`src/rtl/modcnt_pkg.sv`:
```
package modcnt_pkg;

  typedef enum logic {
    DIR_UP   = 1'b0,
    DIR_DOWN = 1'b1
  } modcnt_dir_e;

  // Width needed to hold 0..m-1, never less than one bit.
  function automatic int unsigned cnt_width(input int unsigned m);
    return (m <= 2) ? 1 : $clog2(m);
  endfunction

  function automatic bit is_pow2(input int unsigned m);
    return (m != 0) && ((m & (m - 1)) == 0);
  endfunction

endpackage

```
`src/rtl/modcnt_rst_sync.sv`:
```
module modcnt_rst_sync #(
  parameter int unsigned DEPTH = 2
) (
  input  logic clk,
  input  logic rst_n,
  output logic rst_sync_n
);
  logic [DEPTH-1:0] sync_q;
  logic [DEPTH-1:0] sync_d;

  always_comb begin
    sync_d = {sync_q[DEPTH-2:0], 1'b1};
  end

  always_ff @(posedge clk or negedge rst_n) begin
    if (!rst_n) sync_q <= '0;
    else        sync_q <= sync_d;
  end

  assign rst_sync_n = sync_q[DEPTH-1];
endmodule

```
`src/rtl/modcnt_fold.sv`:
```
module modcnt_fold #(
  parameter int unsigned MAX_VAL = 10,
  parameter int unsigned W       = 4
) (
  input  logic [W-1:0] raw_i,
  output logic [W-1:0] fold_o
);
  import modcnt_pkg::*;

  generate
    if (is_pow2(MAX_VAL) && (MAX_VAL == (1 << W))) begin : g_pass
      // Every W-bit code is already in range.
      assign fold_o = raw_i;
    end else begin : g_sub
      // Minimal W guarantees raw_i < 2*MAX_VAL, so a single subtract folds it.
      localparam logic [W-1:0] MODV = W'(MAX_VAL);
      assign fold_o = (raw_i >= MODV) ? (raw_i - MODV) : raw_i;
    end
  endgenerate
endmodule

```
`src/rtl/modcnt_stage.sv`:
```
module modcnt_stage #(
  parameter int unsigned MAX_VAL = 10,
  parameter int unsigned W       = 4
) (
  input  logic         clk,
  input  logic         rst_n,
  input  logic         load_i,
  input  logic         down_i,
  input  logic         step_i,
  input  logic [W-1:0] din_i,
  output logic [W-1:0] cnt_o,
  output logic         wrap_o
);
  import modcnt_pkg::*;

  localparam logic [W-1:0] LAST = W'(MAX_VAL - 1);

  logic [W-1:0] cnt_q, cnt_d, din_fold;
  logic         wrap_q, wrap_d;
  logic         cnt_ce;
  modcnt_dir_e  dir;

  modcnt_fold #(.MAX_VAL(MAX_VAL), .W(W)) u_fold (
    .raw_i  (din_i),
    .fold_o (din_fold)
  );

  assign dir    = modcnt_dir_e'(down_i);
  assign cnt_ce = load_i | step_i;

  always_comb begin
    cnt_d  = cnt_q;
    wrap_d = 1'b0;
    if (load_i) begin
      cnt_d = din_fold;
    end else if (step_i) begin
      if (dir == DIR_DOWN) begin
        if (cnt_q == '0) begin
          cnt_d  = LAST;
          wrap_d = 1'b1;
        end else begin
          cnt_d = cnt_q - 1'b1;
        end
      end else begin
        if (cnt_q == LAST) begin
          cnt_d  = '0;
          wrap_d = 1'b1;
        end else begin
          cnt_d = cnt_q + 1'b1;
        end
      end
    end
  end

  always_ff @(posedge clk or negedge rst_n) begin
    if (!rst_n) begin
      cnt_q <= '0;
    end else if (cnt_ce) begin
      cnt_q <= cnt_d;
    end
  end

  always_ff @(posedge clk or negedge rst_n) begin
    if (!rst_n) wrap_q <= 1'b0;
    else        wrap_q <= wrap_d;
  end

  assign cnt_o  = cnt_q;
  assign wrap_o = wrap_q;
endmodule

```
`src/rtl/modcnt_cascade.sv`:
```
module modcnt_cascade #(
  parameter int unsigned MAX_VAL = 10,
  parameter int unsigned STAGES  = 2,
  parameter int unsigned SYNC_DEPTH = 2
) (
  input  logic                                              clk,
  input  logic                                              rst_n,
  input  logic                                              load_en,
  input  logic                                              count_down,
  input  logic                                              cnt_en,
  input  logic [STAGES*modcnt_pkg::cnt_width(MAX_VAL)-1:0]  par_din,
  output logic [STAGES*modcnt_pkg::cnt_width(MAX_VAL)-1:0]  count_out,
  output logic [STAGES-1:0]                                 wrap_out
);
  import modcnt_pkg::*;

  localparam int unsigned W = cnt_width(MAX_VAL);

  logic            rst_core_n;
  logic [STAGES:0] step_chain;

  modcnt_rst_sync #(.DEPTH(SYNC_DEPTH)) u_rst_sync (
    .clk        (clk),
    .rst_n      (rst_n),
    .rst_sync_n (rst_core_n)
  );

  assign step_chain[0] = cnt_en;

  generate
    for (genvar k = 0; k < STAGES; k++) begin : g_stage
      modcnt_stage #(.MAX_VAL(MAX_VAL), .W(W)) u_stage (
        .clk    (clk),
        .rst_n  (rst_core_n),
        .load_i (load_en),
        .down_i (count_down),
        .step_i (step_chain[k]),
        .din_i  (par_din[k*W +: W]),
        .cnt_o  (count_out[k*W +: W]),
        .wrap_o (step_chain[k+1])
      );
    end
  endgenerate

  assign wrap_out = step_chain[STAGES:1];
endmodule

```
`config.mk`:
```
export PLATFORM = sky130hd
export DESIGN_NAME = modcnt_cascade
export DESIGN_NICKNAME = d
export VERILOG_FILES = /design/src/rtl/modcnt_pkg.sv /design/src/rtl/modcnt_rst_sync.sv /design/src/rtl/modcnt_fold.sv /design/src/rtl/modcnt_stage.sv /design/src/rtl/modcnt_cascade.sv
export SDC_FILE = /design/constraint.sdc
export NUM_CORES = 1
export LEC_CHECK = 0
export BUFFER_PORTS_ARGS = -buffer_cell sky130_fd_sc_hd__buf_2
export CORE_MARGIN = 1.5
export CORE_UTILIZATION = 52
export CTS_CLUSTER_SIZE = 30
export DETAILED_ROUTE_END_ITERATION = 16
export GPL_TIMING_DRIVEN = 0
export PLACE_DENSITY = 0.8
export RECOVER_POWER = 100
export REMOVE_ABC_BUFFERS = 1
export SYNTH_ARGS = -nofsm -noshare
export SYNTH_HDL_FRONTEND = slang
export SYNTH_HIERARCHICAL = 1
export SYNTH_SLANG_ARGS = --single-unit
export TNS_END_PERCENT = 1
```
`constraint.sdc`:
```
create_clock -name clk -period 0.8 [get_ports clk]
set_input_delay 0.12 -clock clk [delete_from_list [all_inputs] [get_ports clk]]
set_output_delay 0.12 -clock clk [all_outputs]
set_load 0.05 [all_outputs]
```
Word-level counts from Yosys, hierarchy flattened. Cells that the tools add are included.

Bits in latches: 0. Memories kept: 0. Bits in read-only memories: 0. Flip-flop bits (word level): 12. Logic and storage cells: 45. Output and inout bits: 10. RAM bits: 0. Input bits: 13.

Reduce and logical (&&, ||, !) cells: 6. Equal/unequal tests: 2. Multiply operators: 0. Order comparisons: 2. Div/mod/pow operators: 0. Mux-type cells: 22. Shifts and indexed selects: 0. Bitwise gates (word level): 2. Add/subtract/negate cells: 6.

Operator list (count): two-way mux 4 bit (12); two-way mux 1 bit (10); adder 4 x 1 -> 4 bit, second input constant (2); == test 4 bit, second input constant (2); greater-or-equal comparator 4 bit, second input constant (2); zero test 4 bit (2); subtractor 4 x 1 -> 4 bit, second input constant (2); subtractor 4 bit, second input constant (2); AND reduction 2 bit (2); nonzero test 2 bit (2); bitwise OR 1 bit (2).

Depth between registers and ports, before layout.
Depth in word-level cells: 5. Gate-level depth with buffers: 5. Gate-level depth less buffers: 5.

By module. The synthesis kept the hierarchy.

Modules (own cells, without submodules): modcnt_stage (cells each 52, area an instance 400.4 um2, seq. area each 125.1 um2, times used 2); modcnt_fold (cells each 10, area an instance 61.3 um2, seq. area each 0.0 um2, times used 2); modcnt_rst_sync (cells each 3, area an instance 53.8 um2, seq. area each 50.0 um2, times used 1).

Worst setup path after synthesis. Ideal clock, no wire load.

Path type: register -> register. Start point: register g_stage[1].u_stage.cnt_q[0]. End point: register g_stage[1].u_stage.cnt_q[3]. Required time: 0.679 ns. Arrival: 1.549 ns. Period minus slack after synthesis: 1.669 ns. Setup slack: -0.869 ns. Cell stages (with the launch flop): 6. Path buffers: 1. Setup time: 0.121 ns. Cell sequence: dfrtp_1 buf_2 a21boi_0 o31ai_1 o2111ai_1 a22o_1.

Longest elaborated chain between the ends: 5. Elaborated cells between the ends (all ways): 9. Classes of those cells: add/sub: 2; eq/ne: 1; mux: 5; reduce/logical: 1.

Ends and longest elaborated chain: start, declared (RTL line modcnt_stage.sv:18) `logic [W-1:0] cnt_q, cnt_d, din_fold;`; start signal, assigned (RTL line modcnt_stage.sv:59) `cnt_q <= cnt_d;`; adder 4 x 1 -> 4 bit (tied with other cells) (RTL line modcnt_stage.sv:49) `cnt_d = cnt_q + 1'b1;`; two-way mux 4 bit (on tied branches) (RTL line modcnt_stage.sv:45, modcnt_stage.sv:38); two-way mux 4 bit * (RTL line modcnt_stage.sv:37) `if (dir == DIR_DOWN) begin`; two-way mux 4 bit * (RTL line modcnt_stage.sv:36) `end else if (step_i) begin`; two-way mux 4 bit * (RTL line modcnt_stage.sv:34) `if (load_i) begin`.

Mark *: on every way between the ends. The rest lies on a longest branch, timed or not. The select of a mux whose other input is x is not followed. A chain may end at the register's enable or synchronous reset.

Worst setup path after layout.
Start point: register g_stage[1].u_stage.cnt_q[1]. End point: register g_stage[1].u_stage.cnt_q[3].

The elaborated chain is that of the path after synthesis.

==> impl_metrics.yaml <==
worst_hold_path:
  min_from: "par_din[0]"
  hp-class: "primary input to flop"
synthesis:
  synth_top_family_by_area: "simple AND/OR/NAND/NOR gates"
  yosysWarningCount: 6
  synth_compound_area_frac: 0.2407
  synth_simple_gate_area_frac: 0.2791
  ys_ff_latch: 12
  syn_inst: 127
  synth.cell_area_um2: 977.2
  synth_common_cells: "nor2_1, dfrtp_1, a21oi_1"
  synth-seq-area-share: 0.3073
  synth_edf_count: 0
  synth_xor_area_frac: 0.03585
  yosysTopAreaCell: "dfrtp_1"
  synth_top_area_share: 0.3073
  yosysMostFrequentCell: "nor2_1"
  synthFlopType: "dfrtp_1"
  avgSynthCellArea_um2: 7.694
  yosys-top-cells-area: "dfrtp_1, nor2_1, a21oi_1"
  synth_cell_type_count: 32
  synthAdderAreaFrac: 0.02561
  ys_async_sr_fraction: 1.000
  muxShareOfSynthArea: 0
drt:
  viasPerCell: 5.741
  routedWlPerCell_um: 13.35
  drt_iter0_markers: 18
  antenna_left: 0
  wirelength_mm: 2.323
  first_pass_iters: 4
  drc: 0
  dr_total_vias: 999
placement:
  place.gp.congestion: 0.7357
  io_buffers: 22
  place.detailed.hpwl_mm: 1.541
  dpl_worst_slack_ps: -697.2
die:
  die_area_um2: 2148
  rows: 15
  boundaryPins: 23
  die-height_um: 46.35
  initial_core_util: 0.5599
  fp.dieW_um: 46.35
  core_um2: 1745
worst_setup_path:
  worstSetupPathType: "flop to flop"
  start_kind: "flop"
  cp-end-kind: "flop"
  worst_r2r_startpoint: "g_stage[1].u_stage/cnt_o[1]"
  crit_arrival_ps: 1620
  critPathRequiredTime_ps: 1020
  critPathMaxFanout: 6
  crit_start: "g_stage[1].u_stage/cnt_o[1]"
timing:
  finalMaxSlewViolations: 0
  fmax_mhz: 712.4
  rsz0062_at_grt: "yes"
  setup_viol: 20
  timing.final.crit_share: 1.755
  period_minus_slack_ps: 1404
  layout_setup_ws_ps: -603.8
  holdWs_ps: 57.37
  fin_skew_ps: 5.579
  hold_viol_final: 0
clock_network:
  clock_tree.buffer_depth: 2
  htree_levels: 1
  clockRootBuffer: "clkbuf_4"
  cts_sinks: 12
  clk_latency_ps: 270
  cts_buffers: 3
  tritoncts: "built"
  cts.clk_slew.worst_paths_ps: 80
global_route:
  grt_pass1_wl_mm: 3.808
  grt_max_degree: 23
  antenna_found_initial: 0
  grt_usage: 0.2490
  grt_pass1_vias: 948
  overflow: 0
final_layout:
  multi_input_area_um2: 604.3
  area_growth_syn_to_layout_pct: 28.55
  fin_nets: 165
  nFillCells: 142
  drive_above_1_share: 0.3356
  ff_latch_area_um2: 310.3
  insertedDiodeCount: 0
status:
  violations: "setup timing"
  status: "complete, but fails checks"
pwr:
  p_leak_nw: 0.5581
  peakVddDrop_mv: 0.9451
  pwr_density_cell_nw_per_um2: 1693
job:
  cap_violations: 0
==> where the power goes <==
group	internal (mW)	leakage (nW)	switching (mW)
clock network	0.276	0.0210	0.202
logic	0.372	0.397	0.476
registers	0.670	0.141	0.129
total	1.32	0.558	0.807
==> worst max-delay path: stages (launching register included) <==
cell       delay (ps)
dfrtp_2           450
or4b_4            560
o2111ai_2         190
a22o_1            150
==> logic make-up (layout without fill, tap and decap cells) <==
| kind of cell | after synthesis | in the layout |
|---|---|---|
| AOI/OAI and AO/OA | 38 | 38 |
| and+or+nand+nor | 50 | 50 |
| DFF | 12 | 12 |
| adders and majority gates | 2 | 2 |
| other | 1 | 1 |
| xor gates and xnor gates | 4 | 4 |
| buffers and inverters | 20 | 42 |
==> area by class of cell <==
class | instances | area share
tap | 25 | 0.02490
timing repair buffer | 30 | 0.1942
inverter | 8 | 0.02390
clock buffer | 4 | 0.02888
sequential | 12 | 0.2470
multi-input combinational | 95 | 0.4811
==> through the flow <==
step           area (µm²)  setup TNS [ps]  power [mW]    util  cells
5_1_grt              1256           -8016       2.260  0.7197    174
6_report             1256           -6931       2.126  0.7197    174
2_1_floorplan       902.1           -6414       1.243       -    115
4_1_cts              1240           -6931       2.106  0.7104    174
3_5_place_dp         1044           -5656       1.448  0.5978    162
3_3_place_gp         1044           -5159       1.413  0.5978    162
==> registers in the layout (all words and copies together) (netlist names) <==
signal and flops:
g_stage.u_stage/wrap_o 2, g_stage.u_stage/cnt_o 8, u_rst_sync/sync_q 2
==> timing repair <==
item / CTS / global route
setup buffers: 7 / 0
gates cloned: 0 / 0
gates resized for setup: 33 / 5
hold buffers: 1 / 0
endpoints found under the setup margin: 20 / 20
endpoints found under the hold margin: 2 / 0
==> cells in the final DEF (no fill, tap or decap), types with 3 or more instances in the layout <==
master	n
nor2_1	19
buf_2	13
a21oi_1	10
nand2_1	8
inv_1	8
dfrtp_2	8
buf_6	8
o21ai_0	6
nand2b_1	4
and2b_1	4
o21ai_1	4
buf_4	4
dfrtp_1	4
clkbuf_4	3
buf_8	3
==> worst paths after layout <==
path / endpoint / cells after the start / slack, ps
setup / recovery: g_stage[1].u_stage/cnt_o[3] / 3 / -600
min in group asynchronous: u_rst_sync/sync_q[1] / 2 / 150
max in group asynchronous: g_stage[0].u_stage/cnt_o[1] / 0 / 330
hold reg to reg: g_stage[1].u_stage/cnt_o[3] / 0 / 160
setup reg to reg: g_stage[1].u_stage/cnt_o[3] / 3 / -600
hold / removal: g_stage[0].u_stage/cnt_o[0] / 3 / 60
==> metal layers <==
layer	vias to the layer above	routed length [µm]	GRT usage
met1	488	938	0.2819
met4	0	35	0.1600
met2	24	1272	0.4472
li1	483	-	-
met3	4	77	0.01176
met5	-	0	0
No activity file was read; power rests on OpenSTA's default activity.
